==> config.mk <==
export PLATFORM = sky130hd
export DESIGN_NAME = nand_bridge_top
export DESIGN_NICKNAME = d
export VERILOG_FILES = /design/src/rtl/nbr_pkg.sv /design/src/rtl/nbr_rb_sync.sv /design/src/rtl/nbr_regs.sv /design/src/rtl/nbr_seq.sv /design/src/rtl/nand_bridge_top.sv
export SDC_FILE = /design/constraint.sdc
export NUM_CORES = 1
export LEC_CHECK = 0
export BUFFER_PORTS_ARGS = -buffer_cell sky130_fd_sc_hd__buf_2
export CAP_MARGIN = 25
export CORE_ASPECT_RATIO = 1.25
export CORE_UTILIZATION = 50
export DETAILED_ROUTE_END_ITERATION = 16
export PLACE_DENSITY = 0.85
export SLEW_MARGIN = 10
export SYNTH_ARGS = -nofsm -noshare
export SYNTH_HDL_FRONTEND = slang
export SYNTH_HIERARCHICAL = 1
export SYNTH_SLANG_ARGS = --single-unit
==> constraint.sdc <==
create_clock -name clk -period 2.5 [get_ports clk]
set_clock_uncertainty 0.05 [all_clocks]
set_input_delay 0.5 -clock clk [delete_from_list [all_inputs] [get_ports clk]]
set_output_delay 0.5 -clock clk [all_outputs]
set_load 0.01 [all_outputs]
==> src/rtl/nbr_pkg.sv <==
package nbr_pkg;
    localparam int HOST_W = 16;
    localparam int BYTE_W = 8;
    localparam int ADDR_W = 3;
    localparam int IRQ_SRC = 4;

    localparam logic [ADDR_W-1:0] OFS_DATA = 3'd0;
    localparam logic [ADDR_W-1:0] OFS_MODE = 3'd4;
    localparam logic [ADDR_W-1:0] OFS_STAT = 3'd5;
    localparam logic [ADDR_W-1:0] OFS_IPND = 3'd6;
    localparam logic [ADDR_W-1:0] OFS_IMSK = 3'd7;

    typedef enum logic [1:0] {
        SQ_IDLE,
        SQ_STROBE,
        SQ_RECOVER,
        SQ_DONE
    } seq_state_e;

    typedef struct packed {
        logic       wr_release;
        logic [1:0] spare_hi;
        logic       chip_sel;
        logic [1:0] spare_lo;
        logic       addr_latch;
        logic       cmd_latch;
    } mode_t;

    typedef struct packed {
        logic              we;
        logic              wide;
        logic [HOST_W-1:0] wdata;
    } xfer_t;

    function automatic logic is_data_ofs(input logic [ADDR_W-1:0] a);
        return a == OFS_DATA;
    endfunction
endpackage

==> src/rtl/nbr_rb_sync.sv <==
module nbr_rb_sync #(
    parameter int STAGES = 2
) (
    input  logic clk,
    input  logic rst,
    input  logic rb_async,
    output logic rb_level,
    output logic rb_rise
);
    logic [STAGES-1:0] sync_q;
    logic              prev_q;

    generate
        for (genvar g = 0; g < STAGES; g++) begin : g_stage
            if (g == 0) begin : g_first
                always_ff @(posedge clk) begin
                    if (rst) sync_q[0] <= 1'b1;
                    else     sync_q[0] <= rb_async;
                end
            end else begin : g_next
                always_ff @(posedge clk) begin
                    if (rst) sync_q[g] <= 1'b1;
                    else     sync_q[g] <= sync_q[g-1];
                end
            end
        end
    endgenerate

    always_ff @(posedge clk) begin
        if (rst) prev_q <= 1'b1;
        else     prev_q <= sync_q[STAGES-1];
    end

    assign rb_level = sync_q[STAGES-1];
    assign rb_rise  = sync_q[STAGES-1] & ~prev_q;
endmodule

==> src/rtl/nbr_regs.sv <==
module nbr_regs
    import nbr_pkg::*;
(
    input  logic               clk,
    input  logic               rst,
    input  logic               reg_wr,
    input  logic [ADDR_W-1:0]  addr,
    input  logic [BYTE_W-1:0]  wdata,
    input  logic               rb_busy,
    input  logic               rb_rise,
    output mode_t              mode_q,
    output logic [IRQ_SRC-1:0] ipnd_q,
    output logic [BYTE_W-1:0]  imsk_q,
    output logic [BYTE_W-1:0]  rdata,
    output logic               irq
);
    logic [IRQ_SRC-1:0] clr_bits;
    logic [IRQ_SRC-1:0] set_bits;

    assign clr_bits = (reg_wr && addr == OFS_IPND) ? wdata[IRQ_SRC-1:0] : '0;
    assign set_bits = {{(IRQ_SRC-1){1'b0}}, rb_rise};

    always_ff @(posedge clk) begin
        if (rst) begin
            mode_q <= '0;
            imsk_q <= '0;
            ipnd_q <= '0;
        end else begin
            if (reg_wr && addr == OFS_MODE) mode_q <= mode_t'(wdata);
            if (reg_wr && addr == OFS_IMSK) imsk_q <= wdata;
            ipnd_q <= (ipnd_q & ~clr_bits) | set_bits;
        end
    end

    always_comb begin
        unique case (addr)
            OFS_MODE: rdata = mode_q;
            OFS_STAT: rdata = {rb_busy, {(BYTE_W-1){1'b0}}};
            OFS_IPND: rdata = {{(BYTE_W-IRQ_SRC){1'b0}}, ipnd_q};
            OFS_IMSK: rdata = imsk_q;
            default:  rdata = '0;
        endcase
    end

    assign irq = imsk_q[BYTE_W-1] & (|(ipnd_q & imsk_q[IRQ_SRC-1:0]));
endmodule

==> src/rtl/nbr_seq.sv <==
module nbr_seq
    import nbr_pkg::*;
#(
    parameter int STROBE_CLKS = 3
) (
    input  logic              clk,
    input  logic              rst,
    input  logic              start,
    input  xfer_t             xfer_i,
    input  logic [BYTE_W-1:0] dq_i,
    output logic [HOST_W-1:0] rd_word,
    output logic              done,
    output logic              we_n,
    output logic              re_n,
    output logic [BYTE_W-1:0] dq_o,
    output logic              dq_oe
);
    localparam int CNT_W = $clog2(STROBE_CLKS) + 1;
    localparam logic [CNT_W-1:0] CNT_LOAD = CNT_W'(STROBE_CLKS - 1);

    seq_state_e       st;
    logic [CNT_W-1:0] cnt;
    logic             second;
    xfer_t            cur;

    always_ff @(posedge clk) begin
        if (rst) begin
            st      <= SQ_IDLE;
            cnt     <= '0;
            second  <= 1'b0;
            cur     <= '0;
            rd_word <= '0;
        end else begin
            unique case (st)
                SQ_IDLE: begin
                    if (start) begin
                        cur    <= xfer_i;
                        second <= 1'b0;
                        cnt    <= CNT_LOAD;
                        st     <= SQ_STROBE;
                        if (!xfer_i.we) rd_word <= '0;
                    end
                end
                SQ_STROBE: begin
                    if (cnt == '0) begin
                        if (!cur.we) begin
                            if (second) rd_word[HOST_W-1:BYTE_W] <= dq_i;
                            else        rd_word[BYTE_W-1:0]      <= dq_i;
                        end
                        st <= SQ_RECOVER;
                    end else begin
                        cnt <= cnt - 1'b1;
                    end
                end
                SQ_RECOVER: begin
                    if (cur.wide && !second) begin
                        second <= 1'b1;
                        cnt    <= CNT_LOAD;
                        st     <= SQ_STROBE;
                    end else begin
                        st <= SQ_DONE;
                    end
                end
                default: st <= SQ_IDLE;
            endcase
        end
    end

    assign done  = (st == SQ_DONE);
    assign we_n  = !(st == SQ_STROBE && cur.we);
    assign re_n  = !(st == SQ_STROBE && !cur.we);
    assign dq_oe = cur.we && (st == SQ_STROBE || st == SQ_RECOVER);
    assign dq_o  = second ? cur.wdata[HOST_W-1:BYTE_W] : cur.wdata[BYTE_W-1:0];
endmodule

==> src/rtl/nand_bridge_top.sv <==
module nand_bridge_top
    import nbr_pkg::*;
#(
    parameter int STROBE_CLKS = 3,
    parameter int SYNC_STAGES = 2
) (
    input  logic              clk,
    input  logic              rst,
    input  logic              host_req,
    input  logic              host_we,
    input  logic              host_wide,
    input  logic [ADDR_W-1:0] host_addr,
    input  logic [HOST_W-1:0] host_wdata,
    output logic [HOST_W-1:0] host_rdata,
    output logic              host_wait,
    output logic              irq,
    output logic              nand_ce_n,
    output logic              nand_cle,
    output logic              nand_ale,
    output logic              nand_wp_n,
    output logic              nand_we_n,
    output logic              nand_re_n,
    output logic [BYTE_W-1:0] nand_dq_o,
    output logic              nand_dq_oe,
    input  logic [BYTE_W-1:0] nand_dq_i,
    input  logic              nand_rb
);
    logic               data_sel;
    logic               reg_wr;
    logic               seq_start;
    logic               seq_done;
    logic [HOST_W-1:0]  rd_word;
    logic [BYTE_W-1:0]  reg_rdata;
    logic               rb_level;
    logic               rb_rise;
    mode_t              mode_q;
    logic [IRQ_SRC-1:0] ipnd_q;
    logic [BYTE_W-1:0]  imsk_q;
    xfer_t              xfer;

    assign data_sel  = is_data_ofs(host_addr);
    assign reg_wr    = host_req && host_we && !data_sel;
    assign seq_start = host_req && data_sel;
    assign host_wait = host_req && data_sel && !seq_done;
    assign xfer      = '{we: host_we, wide: host_wide, wdata: host_wdata};

    nbr_rb_sync #(.STAGES(SYNC_STAGES)) u_sync (
        .clk      (clk),
        .rst      (rst),
        .rb_async (nand_rb),
        .rb_level (rb_level),
        .rb_rise  (rb_rise)
    );

    nbr_regs u_regs (
        .clk     (clk),
        .rst     (rst),
        .reg_wr  (reg_wr),
        .addr    (host_addr),
        .wdata   (host_wdata[BYTE_W-1:0]),
        .rb_busy (!rb_level),
        .rb_rise (rb_rise),
        .mode_q  (mode_q),
        .ipnd_q  (ipnd_q),
        .imsk_q  (imsk_q),
        .rdata   (reg_rdata),
        .irq     (irq)
    );

    nbr_seq #(.STROBE_CLKS(STROBE_CLKS)) u_seq (
        .clk     (clk),
        .rst     (rst),
        .start   (seq_start),
        .xfer_i  (xfer),
        .dq_i    (nand_dq_i),
        .rd_word (rd_word),
        .done    (seq_done),
        .we_n    (nand_we_n),
        .re_n    (nand_re_n),
        .dq_o    (nand_dq_o),
        .dq_oe   (nand_dq_oe)
    );

    assign host_rdata = data_sel ? rd_word : {{(HOST_W-BYTE_W){1'b0}}, reg_rdata};
    assign nand_ce_n  = !mode_q.chip_sel;
    assign nand_cle   = mode_q.cmd_latch;
    assign nand_ale   = mode_q.addr_latch;
    assign nand_wp_n  = mode_q.wr_release;
endmodule

==> impl_metrics.py <==
metrics = {
    "outcome": {
        "status": "finished, final reports clean",
    },
    "worst_setup_path": {
        "start_kind": "flip-flop",
        "reg2reg_from": "u_seq/st[1]",
        "critPathMaxStageDelay_ns": 0.57,
        "r2r_end": "u_seq/rd_word[0]",
        "arrival_ns": 1.67,
        "path_buf_inv": 2,
        "path_cells": "inv_1 > ha_1 > nand2_1 > buf_2",
        "startpoint": "u_seq/st[1]",
        "cp_slowest_cell": "ha_1",
        "path_max_fanout": 17,
        "crit_type": "flip-flop to output port",
        "cp_num_cells": 4,
        "crit_family": "adder cells",
        "crit_path_end": "nand_we_n",
        "rrSetupSlack_ns": 0.46,
        "rr_worst_depth": 5,
        "end_kind": "output port",
        "worstPathRequired_ns": 1.95,
    },
    "cts": {
        "post_cts_buffers": 0,
        "path_clk_slew_ns": 0.08,
        "cts_buffers": 9,
        "clock_latency_ns": 0.35,
        "cts.sinks": 63,
        "cts_repair_resize_count": 0,
        "cts_tree": "done",
        "cts_root_buf": "clkbuf_8",
        "htreeDepth": 3,
        "ctsHoldBuffers": 0,
        "max-clock-path-buffers": 2,
    },
    "route": {
        "vias": 2653,
        "drtIter0Drc": 159,
        "ant_nets": 0,
        "first_pass_iters": 4,
        "vias_per_cell": 5.28,
        "wire_per_inst_um": 14.3,
        "wl_um": 7180,
        "drc": 0,
    },
    "final_layout": {
        "fin_cells": 502,
        "syn_to_final_growth_pct": 18.0,
        "antennaDiodeCount": 0,
        "fillers": 544,
        "drive_gt1_frac": 0.276,
        "nNetsFinal": 453,
    },
    "synthesis": {
        "synth_edf_count": 0,
        "async_flop_share": 0,
        "synth_nets": 393,
        "yosysUniqueCellTypes": 47,
        "ys.flop_type": "dfxtp_1",
        "seq_area_frac_synth": 0.393,
        "postSynthAreaPerCell_um2": 9.12,
        "syn_area_um2": 3210,
        "synth_seq_cells": 63,
        "ys_warn_count": 6,
        "syn_inst": 352,
    },
    "timing": {
        "worst_pin_slew_ns": 0.620,
        "whs_ns": 0.278,
        "fmax_ghz": 0.451,
        "min_period_over_period": 0.887,
        "slew_headroom": 0.586,
        "finalSetupViolations": 0,
        "slew_violations": 0,
        "tns_ns": 0,
        "period_needed_ns": 2.22,
        "final_hold_viol_count": 0,
        "rsz0062_at_grt": "no",
    },
    "power_and_ir_drop": {
        "worst_ir_drop_vdd_uv": 352,
        "p_per_area_nw_per_um2": 578,
        "leakagePower_uw": 0.00165,
        "finalPower_uw": 2190,
    },
    "global_route": {
        "grt_overflow": 0,
        "grt_pass1_wl_um": 11700,
        "grt_pass1_vias": 2604,
        "gr-usage-all-layers": 0.226,
        "antenna_found_initial": 0,
        "grt_start_max_net_pins": 33,
    },
    "run": {
        "max_cap_viol_count": 0,
    },
    "place": {
        "numPortBuffers": 65,
        "dp.cells": 486,
        "globalplace.congestion": 0.778,
        "dp_hpwl_um": 5100,
    },
    "floorplan": {
        "start_util": 0.521,
        "pin_count": 66,
        "die_w_um": 73.7,
        "die_h_um": 91.6,
        "core_um2": 6170,
        "dieArea_um2": 6750,
        "core.rowCount": 32,
    },
    "min_path": {
        "hold_path_class": "input port to flip-flop",
    },
}
## synth_stat cells (2+ instances only)
cell type	n	area share
nand4_1	2	0.0039
buf_4	2	0.0047
buf_2	5	0.0078
or3b_1	3	0.0082
mux2i_1	38	0.12
a22oi_1	2	0.0047
nor2b_1	2	0.0039
o22ai_1	4	0.0078
clkbuf_1	12	0.014
ha_1	8	0.031
nand2b_1	35	0.068
and2_1	11	0.021
a21oi_1	26	0.041
o31ai_1	2	0.0047
inv_1	7	0.0082
nand3_1	11	0.017
buf_6	3	0.011
nor2_1	5	0.0058
mux2_2	17	0.060
dfxtp_1	63	0.39
a21boi_1	3	0.0070
nand2_1	64	0.075
or2_1	3	0.0058
## report_power, final
group	internal (µW)	switching [µW]
logic	78.5	105
registers	1020	9.72
clock network	562	415
## through the flow
step | worst slack, ns | instance area (µm²) | utilization
after detailed placement | 0.318 | 3570 | 0.579
after global routing | 0.180 | 3790 | 0.615
after floorplan | 0.371 | 3210 | -
final | 0.284 | 3790 | 0.615
after CTS | 0.272 | 3790 | 0.615
after global placement | 0.344 | 3570 | 0.579
## kinds of logic after synthesis
family | synth area share
muxes | 0.178
and+or+nand+nor | 0.247
DFF | 0.393
buffers and inverters | 0.0464
adders and majority gates | 0.0312
AOI/OAI and AO/OA | 0.104
## routing by layer
metal  GRT usage  wire (µm)  vias to the layer above
met4       0.103         80                        0
li1            -          -                     1326
met3      0.0577        303                        6
met2       0.378       3720                       65
met1       0.266       3070                     1256
met5           0          0                        -
## worst min-delay path by stage
| stage | from | end | slack, ns | cells past startpoint |
|---|---|---|---|---|
| floorplan | u_sync/sync_q[0] | u_sync/rb_level | 0.34 | 1 |
| global placement | u_sync/sync_q[0] | u_sync/rb_level | 0.35 | 1 |
| detailed placement | u_sync/sync_q[0] | u_sync/rb_level | 0.35 | 1 |
| CTS | nand_rb | u_sync/sync_q[0] | 0.27 | 2 |
| global route | nand_rb | u_sync/sync_q[0] | 0.28 | 2 |
| finish | nand_rb | u_sync/sync_q[0] | 0.28 | 2 |
## registers in the layout (all words and copies together) (netlist names)
signal	count
u_regs/imsk_q	8
u_regs/ipnd_q	4
u_regs/mode_q	8
u_seq/cnt	3
u_seq/cur	18
u_seq/rd_word	16
u_seq/second	1
u_seq/st	2
u_sync/prev_q	1
u_sync/rb_level	1
u_sync/sync_q	1
## layout by cell type (no fill, tap or decap), drive strengths merged, types with 4 or more instances in the layout
master	Yosys	routed
ha	8	8
o22ai	4	4
mux2	17	17
nand2b	35	35
buf	10	71
a21boi	4	4
inv	8	8
dfxtp	63	63
nor2	5	5
mux2i	38	38
a21oi	26	26
clkbuf	12	9
and2	11	11
nand3	11	11
nand2	65	65
## area by class of cell
cell class	count	area [µm²]	share of cell area
multi-input cells	259	1800	0.475
well taps	85	106	0.0281
flip-flops and latches	63	1260	0.333
clock buffers	9	124	0.0327
inverters	8	30.0	0.00792
repair buffers	71	370	0.0977
clock inverters	7	97.6	0.0258
No activity file was read; power rests on OpenSTA's default activity.
